==> src/rtl/fpa_pkg.sv <==
package fpa_pkg;
    localparam int DEF_EXP_W  = 8;
    localparam int DEF_FRAC_W = 23;
    // register stages from the ready edge to done
    localparam int PIPE_DEPTH = 4;

    typedef enum logic {
        OP_ADD = 1'b0,
        OP_SUB = 1'b1
    } mant_op_e;
endpackage

==> src/rtl/fpa_swap.sv <==
module fpa_swap #(
    parameter int EXP_W  = fpa_pkg::DEF_EXP_W,
    parameter int FRAC_W = fpa_pkg::DEF_FRAC_W,
    localparam int N = 1 + EXP_W + FRAC_W,
    localparam int M = FRAC_W + 1
) (
    input  logic             clk,
    input  logic             rst,
    input  logic             in_vld,
    input  logic [N-1:0]     a,
    input  logic [N-1:0]     b,
    input  logic             in_exc,
    output logic             out_vld,
    output logic             out_exc,
    output logic             big_sign,
    output logic [EXP_W-1:0] big_exp,
    output logic [M-1:0]     big_man,
    output logic             sml_sign,
    output logic [EXP_W-1:0] sml_exp,
    output logic [M-1:0]     sml_man
);
    typedef struct packed {
        logic             sign;
        logic [EXP_W-1:0] exp;
        logic [M-1:0]     man;
    } unpacked_t;

    function automatic unpacked_t split(input logic [N-1:0] w);
        unpacked_t u;
        u.sign = w[N-1];
        u.exp  = w[N-2 -: EXP_W];
        u.man  = (u.exp == '0) ? '0 : {1'b1, w[FRAC_W-1:0]};
        if (u.exp == '0) u.sign = 1'b0;
        return u;
    endfunction

    unpacked_t ua, ub, hi, lo;
    logic a_ge_b;

    always_comb begin
        ua     = split(a);
        ub     = split(b);
        a_ge_b = {ua.exp, ua.man} >= {ub.exp, ub.man};
        hi     = a_ge_b ? ua : ub;
        lo     = a_ge_b ? ub : ua;
    end

    always_ff @(posedge clk) begin
        if (rst) begin
            out_vld  <= 1'b0;
            out_exc  <= 1'b0;
            big_sign <= 1'b0;
            big_exp  <= '0;
            big_man  <= '0;
            sml_sign <= 1'b0;
            sml_exp  <= '0;
            sml_man  <= '0;
        end else begin
            out_vld <= in_vld;
            if (in_vld) begin
                out_exc  <= in_exc;
                big_sign <= hi.sign;
                big_exp  <= hi.exp;
                big_man  <= hi.man;
                sml_sign <= lo.sign;
                sml_exp  <= lo.exp;
                sml_man  <= lo.man;
            end
        end
    end

    AST_SWAP_ORDER: assert property (@(posedge clk) disable iff (rst)
        out_vld |-> ({big_exp, big_man} >= {sml_exp, sml_man}));
endmodule

==> src/rtl/fpa_align.sv <==
module fpa_align #(
    parameter int EXP_W  = fpa_pkg::DEF_EXP_W,
    parameter int FRAC_W = fpa_pkg::DEF_FRAC_W,
    localparam int M = FRAC_W + 1
) (
    input  logic               clk,
    input  logic               rst,
    input  logic               in_vld,
    input  logic               in_exc,
    input  logic               big_sign,
    input  logic [EXP_W-1:0]   big_exp,
    input  logic [M-1:0]       big_man,
    input  logic               sml_sign,
    input  logic [EXP_W-1:0]   sml_exp,
    input  logic [M-1:0]       sml_man,
    output logic               out_vld,
    output logic               out_exc,
    output fpa_pkg::mant_op_e  out_op,
    output logic               out_sign,
    output logic [EXP_W-1:0]   out_exp,
    output logic [M-1:0]       out_man_b,
    output logic [M-1:0]       out_man_s
);
    import fpa_pkg::*;

    logic [EXP_W-1:0] gap;
    logic [M-1:0]     shifted;

    always_comb begin
        gap     = big_exp - sml_exp;
        shifted = (32'(gap) >= M) ? '0 : (sml_man >> gap);
    end

    always_ff @(posedge clk) begin
        if (rst) begin
            out_vld   <= 1'b0;
            out_exc   <= 1'b0;
            out_op    <= OP_ADD;
            out_sign  <= 1'b0;
            out_exp   <= '0;
            out_man_b <= '0;
            out_man_s <= '0;
        end else begin
            out_vld <= in_vld;
            if (in_vld) begin
                out_exc   <= in_exc;
                out_op    <= (big_sign != sml_sign) ? OP_SUB : OP_ADD;
                out_sign  <= big_sign;
                out_exp   <= big_exp;
                out_man_b <= big_man;
                out_man_s <= shifted;
            end
        end
    end

    AST_ALIGN_NOT_LARGER: assert property (@(posedge clk) disable iff (rst)
        out_vld |-> (out_man_s <= out_man_b));
endmodule

==> src/rtl/fpa_addsub.sv <==
module fpa_addsub #(
    parameter int EXP_W  = fpa_pkg::DEF_EXP_W,
    parameter int FRAC_W = fpa_pkg::DEF_FRAC_W,
    localparam int M = FRAC_W + 1
) (
    input  logic              clk,
    input  logic              rst,
    input  logic              in_vld,
    input  logic              in_exc,
    input  fpa_pkg::mant_op_e in_op,
    input  logic              in_sign,
    input  logic [EXP_W-1:0]  in_exp,
    input  logic [M-1:0]      man_b,
    input  logic [M-1:0]      man_s,
    output logic              out_vld,
    output logic              out_exc,
    output logic              out_sub,
    output logic              out_sign,
    output logic [EXP_W-1:0]  out_exp,
    output logic [M:0]        out_sum
);
    import fpa_pkg::*;

    logic [M:0] raw;

    always_comb begin
        if (in_op == OP_SUB) raw = {1'b0, man_b} - {1'b0, man_s};
        else                 raw = {1'b0, man_b} + {1'b0, man_s};
    end

    always_ff @(posedge clk) begin
        if (rst) begin
            out_vld  <= 1'b0;
            out_exc  <= 1'b0;
            out_sub  <= 1'b0;
            out_sign <= 1'b0;
            out_exp  <= '0;
            out_sum  <= '0;
        end else begin
            out_vld <= in_vld;
            if (in_vld) begin
                out_exc  <= in_exc;
                out_sub  <= (in_op == OP_SUB);
                out_sign <= in_sign;
                out_exp  <= in_exp;
                out_sum  <= raw;
            end
        end
    end

    AST_SUB_NO_CARRY: assert property (@(posedge clk) disable iff (rst)
        (out_vld && out_sub) |-> !out_sum[M]);
endmodule

==> src/rtl/fpa_correct.sv <==
module fpa_correct #(
    parameter int EXP_W  = fpa_pkg::DEF_EXP_W,
    parameter int FRAC_W = fpa_pkg::DEF_FRAC_W,
    localparam int N   = 1 + EXP_W + FRAC_W,
    localparam int M   = FRAC_W + 1,
    localparam int LZW = $clog2(M + 1),
    localparam int EW1 = EXP_W + 1
) (
    input  logic             clk,
    input  logic             rst,
    input  logic             in_vld,
    input  logic             in_exc,
    input  logic             in_sign,
    input  logic [EXP_W-1:0] in_exp,
    input  logic [M:0]       in_sum,
    output logic             done_o,
    output logic [N-1:0]     result_o,
    output logic             exc_o
);
    function automatic logic [LZW-1:0] lead_zeros(input logic [M-1:0] v);
        logic [LZW-1:0] n;
        n = LZW'(M);
        for (int i = 0; i < M; i++) begin
            if (v[i]) n = LZW'(M - 1 - i);
        end
        return n;
    endfunction

    logic [LZW-1:0]   lz;
    logic [EW1-1:0]   exp_up;
    logic [M-1:0]     man_n;
    logic [EXP_W-1:0] exp_n;
    logic             ovf, zero_res;
    logic [N-1:0]     packed_res;

    always_comb begin
        lz       = lead_zeros(in_sum[M-1:0]);
        exp_up   = EW1'(in_exp) + EW1'(1);
        ovf      = 1'b0;
        zero_res = 1'b0;
        man_n    = in_sum[M-1:0];
        exp_n    = in_exp;
        if (in_sum == '0) begin
            zero_res = 1'b1;
        end else if (in_sum[M]) begin
            man_n = in_sum[M:1];
            exp_n = exp_up[EXP_W-1:0];
            ovf   = (exp_up >= EW1'({EXP_W{1'b1}}));
        end else if (EW1'(in_exp) <= EW1'(lz)) begin
            zero_res = 1'b1;
        end else begin
            man_n = in_sum[M-1:0] << lz;
            exp_n = in_exp - EXP_W'(lz);
        end
        if (zero_res)
            packed_res = '0;
        else if (ovf)
            packed_res = {in_sign, {EXP_W{1'b1}}, {FRAC_W{1'b0}}};
        else
            packed_res = {in_sign, exp_n, man_n[FRAC_W-1:0]};
    end

    always_ff @(posedge clk) begin
        if (rst) begin
            done_o   <= 1'b0;
            result_o <= '0;
            exc_o    <= 1'b0;
        end else begin
            done_o <= in_vld;
            if (in_vld) begin
                result_o <= packed_res;
                exc_o    <= in_exc | ovf;
            end
        end
    end

    AST_ZERO_IS_POSITIVE: assert property (@(posedge clk) disable iff (rst)
        (done_o && result_o[N-2:0] == '0) |-> !result_o[N-1]);
    AST_HOLD_BETWEEN: assert property (@(posedge clk) disable iff (rst)
        !done_o |-> ($stable(result_o) && $stable(exc_o)));
endmodule

==> src/rtl/fp_add_pipe.sv <==
module fp_add_pipe #(
    parameter int EXP_W  = fpa_pkg::DEF_EXP_W,
    parameter int FRAC_W = fpa_pkg::DEF_FRAC_W,
    localparam int N = 1 + EXP_W + FRAC_W,
    localparam int M = FRAC_W + 1
) (
    input  logic         clk,
    input  logic         rst,
    input  logic         ready,
    input  logic [N-1:0] op_a,
    input  logic [N-1:0] op_b,
    input  logic         exc_in,
    output logic [N-1:0] result,
    output logic         done,
    output logic         exc_out
);
    import fpa_pkg::*;

    logic             v1, x1, bs1, ss1;
    logic [EXP_W-1:0] be1, se1;
    logic [M-1:0]     bm1, sm1;

    logic             v2, x2, s2;
    mant_op_e         op2;
    logic [EXP_W-1:0] e2;
    logic [M-1:0]     mb2, ms2;

    logic             v3, x3, sub3, s3;
    logic [EXP_W-1:0] e3;
    logic [M:0]       sum3;

    fpa_swap #(.EXP_W(EXP_W), .FRAC_W(FRAC_W)) u_swap (
        .clk(clk), .rst(rst), .in_vld(ready), .a(op_a), .b(op_b), .in_exc(exc_in),
        .out_vld(v1), .out_exc(x1),
        .big_sign(bs1), .big_exp(be1), .big_man(bm1),
        .sml_sign(ss1), .sml_exp(se1), .sml_man(sm1)
    );

    fpa_align #(.EXP_W(EXP_W), .FRAC_W(FRAC_W)) u_align (
        .clk(clk), .rst(rst), .in_vld(v1), .in_exc(x1),
        .big_sign(bs1), .big_exp(be1), .big_man(bm1),
        .sml_sign(ss1), .sml_exp(se1), .sml_man(sm1),
        .out_vld(v2), .out_exc(x2), .out_op(op2), .out_sign(s2),
        .out_exp(e2), .out_man_b(mb2), .out_man_s(ms2)
    );

    fpa_addsub #(.EXP_W(EXP_W), .FRAC_W(FRAC_W)) u_addsub (
        .clk(clk), .rst(rst), .in_vld(v2), .in_exc(x2), .in_op(op2),
        .in_sign(s2), .in_exp(e2), .man_b(mb2), .man_s(ms2),
        .out_vld(v3), .out_exc(x3), .out_sub(sub3), .out_sign(s3),
        .out_exp(e3), .out_sum(sum3)
    );

    fpa_correct #(.EXP_W(EXP_W), .FRAC_W(FRAC_W)) u_correct (
        .clk(clk), .rst(rst), .in_vld(v3), .in_exc(x3), .in_sign(s3),
        .in_exp(e3), .in_sum(sum3),
        .done_o(done), .result_o(result), .exc_o(exc_out)
    );

    AST_DONE_FROM_PIPE: assert property (@(posedge clk) disable iff (rst)
        done |-> $past(v3));
    AST_EXC_CARRIED: assert property (@(posedge clk) disable iff (rst)
        (done && $past(x3)) |-> exc_out);
endmodule

==> config.mk <==
export PLATFORM = sky130hd
export DESIGN_NAME = fp_add_pipe
export DESIGN_NICKNAME = d
export VERILOG_FILES = /design/src/rtl/fpa_pkg.sv /design/src/rtl/fpa_swap.sv /design/src/rtl/fpa_align.sv /design/src/rtl/fpa_addsub.sv /design/src/rtl/fpa_correct.sv /design/src/rtl/fp_add_pipe.sv
export SDC_FILE = /design/constraint.sdc
export NUM_CORES = 1
export LEC_CHECK = 0
export ABC_AREA = 0
export BUFFER_PORTS_ARGS = -buffer_cell sky130_fd_sc_hd__buf_2
export CAP_MARGIN = 15
export CORE_ASPECT_RATIO = 0.8
export CORE_MARGIN = 2
export CORE_UTILIZATION = 50
export DETAILED_ROUTE_END_ITERATION = 8
export GPL_ROUTABILITY_DRIVEN = 0
export PLACE_DENSITY_LB_ADDON = 0.3
export REMOVE_ABC_BUFFERS = 1
export SLEW_MARGIN = 20
export SYNTH_ARGS = -nofsm -noshare
export SYNTH_HDL_FRONTEND = slang
export SYNTH_HIERARCHICAL = 1
export SYNTH_SLANG_ARGS = --single-unit
==> constraint.sdc <==
create_clock -name clk -period 4 [get_ports clk]
set_clock_uncertainty 0.15 [all_clocks]
set_input_delay 1.2 -clock clk [delete_from_list [all_inputs] [get_ports clk]]
set_output_delay 1.2 -clock clk [all_outputs]
set_load 0.01 [all_outputs]
==> qor.txt <==
status -> completed
area of the placeable core -> 28,300 um^2
R2R Path Start -> u_addsub/out_sum[5]
final-report setup violation count -> 0
global-route usage over all layers -> 27.1%
pre-CTS WS -> -615 ps
worst endpoint data arrival time -> 4100 ps
worst-case hold path end point -> u_correct/result_o[2]
clk slew on worst S/H paths -> 80 ps
capture point of the worst reg-to-reg path -> u_correct/result_o[13]
DRC Markers -> 0
crit start category -> input port
drt first-iter violations -> 1,450
register-to-register path setup slack -> 150 ps
remaining antenna violation count -> 0
cell at the slowest stage of the critical path -> sky130_fd_sc_hd__o41a_1
number of I/O pins -> 102
Post-Route WL -> 41,800 um
instance count along the most critical hold path -> 2
H-tree levels -> 4
Static Leakage -> 7.38 nW
post-layout instance count excluding filler cells -> 2,328
category of the most critical setup path -> input port to flip-flop
number of detailed-routing iterations run before antenna repair -> 6
Crit. Startpoint -> op_a[24]
vias per inst -> 6.06
power density over the cells -> 507 nW/um^2
count of fill cells added during filler insertion -> 2,527
unrepaired setup endpoints after global routing -> true
placement row count -> 55
path class of the lowest-slack min-delay path -> flip-flop to flip-flop
cell at the root of the clock tree -> sky130_fd_sc_hd__clkbuf_16
residual overflow from global routing -> 0
die width -> 193 um
chain of cells forming the critical path -> buf_2, nor4_2, nand2_1, buf_6, and2_1, ha_1, a21o_1, nand3_1, a21oi_1, o41a_1, nor3_4, buf_4, bufbuf_16, mux2i_1, nor3_1
total placed cells including tap cells -> 2,288
Num Clock Sinks -> 198
total via count after detailed routing -> 14,100
worst-case clock buffer depth -> 2
half-perimeter wire length after placement -> 31,600 um
Die ar. -> 30,100 um^2
hold violation count in the final report -> 0
Clock Power Share -> 20.3%
transition time at the pin with the least slew margin -> 706 ps
number of antenna violations at the first check in global routing -> 0
insertion delay to the later sink of the worst-skew pair -> 440 ps
internal power of the cells -> 4.79 mW
Worst Reg-to-Reg Cells -> 15
critical path data required time -> 4160 ps
port buffer count -> 101
share of the clock period used by the worst path after layout -> 98.6%
max frequency -> 254 MHz
syn avg cell area -> 7.96 um^2
area of combinational cells with multiple inputs -> 9810 um^2
Final Net Count -> 2,089
switching power -> 3.65 mW
cell count after synthesis -> 1,803
proportion of power drawn by combinational gates -> 53.3%
# diodes -> 0
crit-path max FO -> 22
register area -> 3970 um^2
proportion of layout cells with a drive suffix above 1 -> 18.4%
starting density of the core -> 50.7%
maximum vdd drop -> 0.000336 V
maximum number of pins on one net before global-route repair -> 72
first-pass GRT wire length -> 67,400 um
Num CTS Buffers -> 17
combined area of all synthesized cells -> 14,300 um^2
average routed wire per standard cell -> 18.0 um
Area growth, synth to finish -> 16.2%
total of warnings raised by yosys -> 6
worst setup slack after layout -> 55.9 ps
number of slew-limit violations in the final report -> 0
power share of the sequential group -> 26.4%
clock period minus final worst setup slack -> 3940 ps
die extent in y -> 156 um
vias in the first global route -> 12,900
longest individual stage delay on the worst path -> 450 ps
Slew HR -> 52.9%
TritonCTS clock tree -> done
category of the worst setup path capture point -> flip-flop
switching share of power -> 43.3%
Max Cap Violations -> 0
beginning of the worst hold path -> u_correct/result_o[2]
area by class of cell:
| type | instances | share of cell area, % |
|---|---|---|
| tap | 370 | 2.78 |
| sequential | 198 | 23.8 |
| timing repair buffer | 238 | 9.78 |
| clock inverter | 13 | 0.841 |
| inverter | 56 | 1.29 |
| clock buffer | 18 | 2.64 |
| multi-input combinational | 1435 | 58.9 |
critical path, delay by kind of cell:
kind / cells / cell delay, ps
buffers and inverters: 4 / 760
and+or+nand+nor: 6 / 930
AOI/OAI and AO/OA: 3 / 690
muxes: 1 / 210
adders and majority gates: 1 / 320
routing by layer:
metal	up-vias	wire length (um)	part of all wire, %	GRT usage (%)
met5	-	0	0	0
met4	0	434	1.0	5.31
met3	43	3640	8.7	6.29
met2	587	18300	44	41.3
met1	6645	19500	47	39.1
li1	6832	-	-	-
state kept, by name, indices dropped and copies added (netlist names), 8 cells and up:
name	cells
u_addsub/out_exp	8
u_addsub/out_sum	25
u_align/out_exp	8
u_align/out_man_b	24
u_align/out_man_s	24
u_correct/result_o	32
u_swap/big_exp	8
u_swap/big_man	24
u_swap/sml_exp	8
u_swap/sml_man	24
cells in the final DEF (no fill, tap or decap), drive strengths merged, types with 20 or more instances in the layout:
cell	count
buf	236
nor2	224
dfxtp	198
nand2	185
mux2i	178
a21oi	102
o21ai	99
nor3	76
ha	72
inv	59
nand2b	43
and2	36
a211oi	33
nand3	32
xnor2	27
nor2b	20
worst max-delay path by stage:
stage,slack (ps),end
after floorplan,-3490,u_swap/sml_man[23]
final,60,u_swap/sml_man[12]
after global placement,-580,u_swap/big_man[17]
after CTS,9,u_swap/sml_man[4]
after detailed placement,-620,u_swap/big_man[13]
after global routing,-110,u_swap/big_man[11]
metrics by stage:
stage / TNS (ps) / total power [mW] / util, % / hold WS [ps] / cell area (um^2)
3_3_place_gp: -35000 / 6.36 / 55.9 / 273 / 15800
5_1_grt: -1700 / 8.88 / 58.9 / 306 / 16700
3_5_place_dp: -35530 / 6.44 / 55.9 / 275 / 15800
4_1_cts: 0 / 8.20 / 58.3 / 286 / 16500
2_1_floorplan: -258860 / 5.06 / - / 290 / 13800
6_report: 0 / 8.44 / 58.9 / 285 / 16700
power groups by stage:
stage	combinational (mW)	clock (mW)	sequential (mW)
4_1_cts	4.23	1.75	2.23
3_5_place_dp	4.17	0	2.27
6_report	4.50	1.72	2.23
5_1_grt	4.81	1.83	2.25
3_3_place_gp	4.09	0	2.27
2_1_floorplan	2.82	0	2.25
repair_timing:
item	4_1_cts	5_1_grt
gates resized for setup	10	27
buffers inserted	3	4
endpoints found under the setup margin	69	101
gates cloned	1	1
pin swaps	3	14
hold buffers	0	0
No activity file was read; power rests on OpenSTA's default activity.
